**config.mk**
```make
export PLATFORM = sky130hd
export DESIGN_NAME = pin_ctl_regs
export DESIGN_NICKNAME = d
export VERILOG_FILES = /design/src/rtl/pin_ctl_pkg.sv /design/src/rtl/pin_ctl_func_reg.sv /design/src/rtl/pin_ctl_pull_reg.sv /design/src/rtl/pin_ctl_mux.sv /design/src/rtl/pin_ctl_regs.sv
export SDC_FILE = /design/constraint.sdc
export NUM_CORES = 1
export LEC_CHECK = 0
export ABC_AREA = 1
export BUFFER_PORTS_ARGS = -buffer_cell sky130_fd_sc_hd__buf_2
export CAP_MARGIN = 15
export CORE_ASPECT_RATIO = 1.1
export CORE_MARGIN = 2
export CORE_UTILIZATION = 25
export DETAILED_ROUTE_END_ITERATION = 7
export GPL_TIMING_DRIVEN = 0
export PLACE_DENSITY = 0.77
export SYNTH_ARGS = -nofsm -noshare
export SYNTH_HDL_FRONTEND = slang
export SYNTH_SLANG_ARGS = --single-unit
export TNS_END_PERCENT = 20
```
**constraint.sdc**
```tcl
create_clock -name clk -period 1.77 [get_ports clk]
set_input_delay 0.4425 -clock clk [delete_from_list [all_inputs] [get_ports clk]]
set_output_delay 0.4425 -clock clk [all_outputs]
set_load 0.02 [all_outputs]
```
**src/rtl/pin_ctl_pkg.sv**
```systemverilog
package pin_ctl_pkg;

    typedef enum logic [1:0] {
        FN_GPIO   = 2'd0,
        FN_CAL    = 2'd1,
        FN_DE     = 2'd2,
        FN_INVCLK = 2'd3
    } pin_fn_e;

    typedef enum logic [1:0] {
        MK_SINGLE   = 2'b00,
        MK_EXPANDED = 2'b01,
        MK_PERIPH   = 2'b10,
        MK_SINGLE_B = 2'b11
    } mode_kind_e;

    localparam logic ADDR_FUNC = 1'b0;
    localparam logic ADDR_PULL = 1'b1;

    typedef struct packed {
        logic ref_en;
        logic clk_sel;
        logic wrote;
    } func_state_t;

endpackage

```
**src/rtl/pin_ctl_func_reg.sv**
```systemverilog
module pin_ctl_func_reg
    import pin_ctl_pkg::*;
(
    input  logic clk,
    input  logic rst_n,
    input  logic wr_en,
    input  logic special,
    input  logic wd_ref,
    input  logic wd_sel,
    output logic ref_en,
    output logic clk_sel
);

    func_state_t st_d, st_q;
    logic        accept;

    always_comb begin
        st_d   = st_q;
        accept = special ? st_q.wrote : !st_q.wrote;
        if (wr_en) begin
            st_d.wrote = 1'b1;
            if (accept) begin
                st_d.ref_en  = wd_ref;
                st_d.clk_sel = wd_sel;
            end
        end
    end

    always_ff @(posedge clk or negedge rst_n) begin
        if (!rst_n) begin
            st_q <= '0;
        end else begin
            st_q <= st_d;
        end
    end

    assign ref_en  = st_q.ref_en;
    assign clk_sel = st_q.clk_sel;

    AST_NORMAL_LOCKED: assert property (@(posedge clk) disable iff (!rst_n)
        (wr_en && !special && st_q.wrote) |=> ($stable(ref_en) && $stable(clk_sel)));
    AST_SPECIAL_FIRST_DROP: assert property (@(posedge clk) disable iff (!rst_n)
        (wr_en && special && !st_q.wrote) |=> ($stable(ref_en) && $stable(clk_sel)));
    AST_FLAG_STICKY: assert property (@(posedge clk) disable iff (!rst_n)
        st_q.wrote |=> st_q.wrote);
    AST_FLAG_ON_WRITE: assert property (@(posedge clk) disable iff (!rst_n)
        wr_en |=> st_q.wrote);

endmodule

```
**src/rtl/pin_ctl_pull_reg.sv**
```systemverilog
module pin_ctl_pull_reg #(
    parameter int NUM_PORTS = 4,
    parameter logic [NUM_PORTS-1:0] RESET_VAL = 4'b0100
) (
    input  logic                 clk,
    input  logic                 rst_n,
    input  logic                 wr_en,
    input  logic                 periph,
    input  logic [NUM_PORTS-1:0] wdata,
    output logic [NUM_PORTS-1:0] pull_q
);

    logic [NUM_PORTS-1:0] pull_d;

    always_comb begin
        pull_d = pull_q;
        if (wr_en && !periph) begin
            pull_d = wdata;
        end
    end

    always_ff @(posedge clk or negedge rst_n) begin
        if (!rst_n) begin
            pull_q <= RESET_VAL;
        end else begin
            pull_q <= pull_d;
        end
    end

    AST_PERIPH_HOLD: assert property (@(posedge clk) disable iff (!rst_n)
        (wr_en && periph) |=> $stable(pull_q));

endmodule

```
**src/rtl/pin_ctl_mux.sv**
```systemverilog
module pin_ctl_mux
    import pin_ctl_pkg::*;
(
    input  logic       ref_en,
    input  logic       clk_sel,
    input  logic [1:0] kind,
    input  logic       ndbe,
    input  logic       gpio_out,
    input  logic       cal_ref,
    input  logic       ext_de,
    input  logic       eclk,
    output pin_fn_e    fn,
    output logic       drive
);

    logic bus_fn_ok;

    always_comb begin
        bus_fn_ok = (kind == MK_EXPANDED) && !ndbe;
        if (bus_fn_ok) begin
            fn = clk_sel ? FN_INVCLK : FN_DE;
        end else begin
            fn = ref_en ? FN_CAL : FN_GPIO;
        end
        case (fn)
            FN_CAL:    drive = cal_ref;
            FN_DE:     drive = ext_de;
            FN_INVCLK: drive = !eclk;
            default:   drive = gpio_out;
        endcase
    end

endmodule

```
**src/rtl/pin_ctl_regs.sv**
```systemverilog
module pin_ctl_regs
    import pin_ctl_pkg::*;
#(
    parameter int DATA_W        = 8,
    parameter int NUM_PORTS     = 4,
    parameter int PINS_PER_PORT = 8,
    parameter logic [NUM_PORTS-1:0] PULL_RESET = 4'b0100,
    localparam int NUM_PINS     = NUM_PORTS * PINS_PER_PORT
) (
    input  logic                clk,
    input  logic                rst_n,
    input  logic                bus_sel,
    input  logic                bus_wr,
    input  logic                bus_addr,
    input  logic [DATA_W-1:0]   bus_wdata,
    output logic [DATA_W-1:0]   bus_rdata,
    input  logic [2:0]          mode,
    input  logic                ndbe,
    input  logic [NUM_PINS-1:0] pin_dir,
    input  logic                eclk,
    input  logic                ext_de,
    input  logic                cal_ref,
    input  logic                gpio_out,
    output logic [1:0]          pin_func,
    output logic                pin_drive,
    output logic [NUM_PINS-1:0] pu_en
);

    logic                 special;
    logic [1:0]           kind;
    logic                 periph;
    logic                 wr_func;
    logic                 wr_pull;
    logic                 ref_en;
    logic                 clk_sel;
    logic [NUM_PORTS-1:0] pull_q;
    pin_fn_e              fn;

    always_comb begin
        special = mode[2];
        kind    = mode[1:0];
        periph  = (kind == MK_PERIPH);
        wr_func = bus_sel && bus_wr && (bus_addr == ADDR_FUNC);
        wr_pull = bus_sel && bus_wr && (bus_addr == ADDR_PULL);
    end

    pin_ctl_func_reg u_func (
        .clk     (clk),
        .rst_n   (rst_n),
        .wr_en   (wr_func),
        .special (special),
        .wd_ref  (bus_wdata[0]),
        .wd_sel  (bus_wdata[1]),
        .ref_en  (ref_en),
        .clk_sel (clk_sel)
    );

    pin_ctl_pull_reg #(
        .NUM_PORTS (NUM_PORTS),
        .RESET_VAL (PULL_RESET)
    ) u_pull (
        .clk    (clk),
        .rst_n  (rst_n),
        .wr_en  (wr_pull),
        .periph (periph),
        .wdata  (bus_wdata[NUM_PORTS-1:0]),
        .pull_q (pull_q)
    );

    pin_ctl_mux u_mux (
        .ref_en   (ref_en),
        .clk_sel  (clk_sel),
        .kind     (kind),
        .ndbe     (ndbe),
        .gpio_out (gpio_out),
        .cal_ref  (cal_ref),
        .ext_de   (ext_de),
        .eclk     (eclk),
        .fn       (fn),
        .drive    (pin_drive)
    );

    assign pin_func = fn;

    for (genvar p = 0; p < NUM_PORTS; p++) begin : g_port
        for (genvar i = 0; i < PINS_PER_PORT; i++) begin : g_pin
            assign pu_en[p*PINS_PER_PORT+i] = pull_q[p] && !pin_dir[p*PINS_PER_PORT+i];
        end
    end

    always_comb begin
        bus_rdata = '0;
        if (bus_addr == ADDR_FUNC) begin
            bus_rdata[1:0] = {clk_sel, ref_en};
        end else if (!periph) begin
            bus_rdata[NUM_PORTS-1:0] = pull_q;
        end
    end

    AST_PULL_INPUT_ONLY: assert property (@(posedge clk) disable iff (!rst_n)
        $countones(pu_en & pin_dir) == 0);
    AST_NON_EXP_NO_BUS_FN: assert property (@(posedge clk) disable iff (!rst_n)
        (kind != MK_EXPANDED || ndbe) |-> (pin_func == FN_GPIO || pin_func == FN_CAL));
    AST_INVCLK_POLARITY: assert property (@(posedge clk) disable iff (!rst_n)
        (pin_func == FN_INVCLK) |-> (pin_drive != eclk));
    AST_PERIPH_READ_ZERO: assert property (@(posedge clk) disable iff (!rst_n)
        (periph && bus_addr == ADDR_PULL) |-> (bus_rdata == '0));

endmodule

```
==> summary by stage <==
Yosys
The top cell type by total area after synthesis is sky130_fd_sc_hd__dfrtp_1. The cell with the most instances after synthesis is sky130_fd_sc_hd__nor2_1. Counting instances in the post-synthesis netlist gives the leading cell types as 37 x sky130_fd_sc_hd__nor2_1, 14 x sky130_fd_sc_hd__nand2_1, 12 x sky130_fd_sc_hd__inv_1. For this run, the register share of the synthesized area comes to 0.292.

Synthesis inferred 7 register bits. During synthesis, Yosys emitted a total of 0 warnings. In the synthesized netlist the dominant register cell turns out to be sky130_fd_sc_hd__dfrtp_1.

Dividing the synthesized area by the synthesized cell count gives 6.04 um^2. Synthesis handed over a netlist of 100 instances. Ranked by total cell area, the synthesized netlist is headed by sky130_fd_sc_hd__dfrtp_1 25%, sky130_fd_sc_hd__nor2_1 23%, sky130_fd_sc_hd__nand2_1 8.7%. The unique cell type count in the Yosys netlist is 18. The number of flops mapped to enable cells by yosys is 0. The area share of the largest cell type after synthesis is 0.248. The proportion of register bits with asynchronous set or reset after synthesis is 1.00. The synthesized area is about 600 um^2.

Setup path
Along the worst path, the maximum fanout reaches 4. Among all stages on the critical path, the largest delay is contributed by sky130_fd_sc_hd__a21oi_2. The sort of element at the end of the critical path is an output port. The startpoint type of the worst setup path is an input pin. The critical path is of the input pin to output port type. The required time of the critical path is 1.33 ns. Together, buffers and inverters on the worst path number 3. In this design, the largest share of critical-path delay is due to buffers and inverters. The critical path goes through buf_2 > inv_1 > nand3_2 > nand2_1 > nand3_1 > a21oi_2 > buf_4. The setup check on the worst reg-to-reg path leaves a slack of around 0.88 ns. The biggest cell delay along the critical path is ~0.14 ns. The worst reg2reg path startpoint is u_func.st_q[0]. The number of cells on the worst reg-to-reg path is 4.

The worst register-to-register path ends at u_func.ref_en. The arrival time reported for the critical path endpoint is approximately 1.3 ns.

Pwr
Of the total power, registers draw 0.259. Power spread over the standard cell area amounts to 740 nW/um^2. IR analysis of the VDD net gives a maximum drop of 0.512 mV. The internal power summed over all cells is 0.452 mW. The switching power total is slightly below 0.4 mW. The analysis attributes to cell leakage a power of 0.748 nW. The share of total power dissipated in combinational logic is 0.569. The switching share of power is 0.460.

The clock group share of total power is 0.172.

Place
At the placement stage, the worst setup path has a slack of 0.0299 ns. The wire-length estimate of the detail-placed layout is 1650 um. The post-placement cell area is 1090 um^2. The count of placed standard cells including taps is 220. The global placement routability congestion is 0.700. Input and output buffers added on the ports amount to 87.

CTS
The quantity of gates resized following cts is 0. In this run, post-CTS hold repair placed 0 buffers. The CTS tree is yes. For this design, the sink count on the clock tree is 7. In this run the post-CTS setup repair buffer count came out at 0. The later pin in the worst-skew pair is clocked with a latency of 0.25 ns.

The number of H-tree branching levels is 1. The master cell of the clock root buffer is sky130_fd_sc_hd__clkbuf_4. The maximum clock insertion buffer count is 2. The number of clock buffers inserted by TritonCTS is 3. After clock tree synthesis, the clock-pin slew on the worst setup and hold paths is 0.05 ns.

Min path
The path category of the worst min-delay check is input pin to asynchronous set/reset pin.

STA
Derived from the worst setup path, the maximum achievable clock frequency is roughly 570 MHz. The setup slack after layout is 0.0290 ns. The final max-slew violation count came to 0. The final number of setup-violating endpoints is 0. The share of the clock period used by the worst path is 0.984. The total count of hold-check failures in the final report is 0. The setup clock skew after layout is 0.0000686 ns.

The shortest clock period the worst path allows after layout is approximately 1.7 ns.

Die
The row count is 18. The die is 55.6 um tall. The die is 50.9 um wide. For this design the top-level I/O count stands at 96.

The die covers approximately 2800 um^2. The effective utilization at floorplan is 0.266. The floorplan core area is 2270 um^2.

Drt
The number of vias in the routed layout is 872. The average via count per standard cell is 3.89. After the first detailed-routing iteration, the DRC count stood at 11. The remaining antenna violation count is 0.

The wire length after detailed routing is 2000 um. Dividing the detail-routed wire length by the instance count gives 8.94 um. For this run, the detailed router's first-pass iteration total came to 4. For this run, design rule violations remaining after detail routing come to 0.

Global route
The overflow left after global routing is 0. Entering global routing, the biggest net connects 10 pins. The initial antenna violation count is 0. The total routing usage reported by global routing is 0.125. The number of global-route vias before repair is 698.

The first global-routing pass estimated approximately 2800 um of wire.

Outcome
The flow ran to the end, and the final reports show no timing, DRC or antenna violations.

Run
Max-cap violations in this run came to 0.

Cells and area
After the last flow step, the layout net total stands at 248. 0 antenna diodes ended up in the layout. Of the cells placed in the final design, the portion with a size suffix greater than 1 is 0.552. The cell area after layout is 1130 um^2. The utilization after layout is 0.498. The final non-filler cell total is 224.

The signed area change from the synthesized netlist to the final layout is 87.4%.
[layout make-up]
cell class	instances	area [um^2]
plain buffers	6	48.8
clock buffers	4	26.3
fillers	254	1140
inverters	16	63.8
multi-input cells	74	342
flip-flops and latches	7	176
well taps	30	37.5
repair buffers	87	438
[metal layers]
metal,GRT usage,share of wire,wire length [um]
met1,0.149,0.40,802
met2,0.216,0.51,1020
met3,0.0216,0.088,177
met4,0.0502,0,0
met5,0,0,0
[registers in the layout (all words and copies together), names as in the netlist]
register	flops
u_pull.pull_q	4
u_func.st_q	1
u_func.clk_sel	1
u_func.ref_en	1
[power by group through the flow]
stage | Combinational [mW] | Clock [mW] | Sequential [mW]
2_1_floorplan | 0.295 | 0 | 0.210
3_3_place_gp | 0.465 | 0 | 0.215
3_5_place_dp | 0.469 | 0 | 0.216
4_1_cts | 0.470 | 0.150 | 0.214
5_1_grt | 0.521 | 0.163 | 0.219
6_report | 0.477 | 0.144 | 0.217
[placed cells by master (no fill, tap or decap), drive strengths merged, types with 2 or more instances in the layout]
| cell type | netlist | routed |
|---|---|---|
| inv | 12 | 12 |
| nor2 | 37 | 37 |
| clkbuf | 0 | 4 |
| or2 | 2 | 2 |
| clkinv | 4 | 3 |
| conb | 1 | 4 |
| nand2 | 14 | 14 |
| dfrtp | 6 | 6 |
| buf | 6 | 93 |
| nand3 | 4 | 4 |
| o21ai | 9 | 9 |
[worst max path at each step]
| stage | start | end | slack (ns) | cells after the start |
|---|---|---|---|---|
| global route | ndbe | pin_drive | -0.03 | 7 |
| finish | ndbe | pin_drive | 0.03 | 7 |
| floorplan | ndbe | pin_drive | 0.15 | 5 |
| detailed placement | ndbe | pin_drive | 0.03 | 7 |
| global placement | ndbe | pin_drive | 0.04 | 7 |
| CTS | u_pull.pull_q[2] | bus_rdata[2] | 0.03 | 3 |
[cells by family (layout without fill, tap and decap cells)]
family	count (synthesis)	count (layout)	share of synthesized area
buffers and inverters	22	113	0.180
xor gates and xnor gates	1	1	0.0145
DFF	7	7	0.292
AOI/OAI and AO/OA	10	10	0.114
other	1	4	0.00621
and+or+nand+nor	59	59	0.393
[metrics by stage]
stage | hold slack (ns) | setup TNS, ns | total power [mW]
4_1_cts | 0.0120 | 0 | 0.834
3_3_place_gp | 0.281 | 0 | 0.680
3_5_place_dp | 0.284 | 0 | 0.685
5_1_grt | 0.0142 | -0.0280 | 0.903
6_report | 0.0164 | 0 | 0.838
2_1_floorplan | 0.147 | 0 | 0.506
[worst register-to-register path: stages (launching register included)]
cell and delay (ns):
sky130_fd_sc_hd__dfrtp_1 0.38, sky130_fd_sc_hd__xnor2_1 0.13, sky130_fd_sc_hd__nand2_1 0.11, sky130_fd_sc_hd__nand2_1 0.07, sky130_fd_sc_hd__o21ai_0 0.08
(Power assumes the default switching activity.)
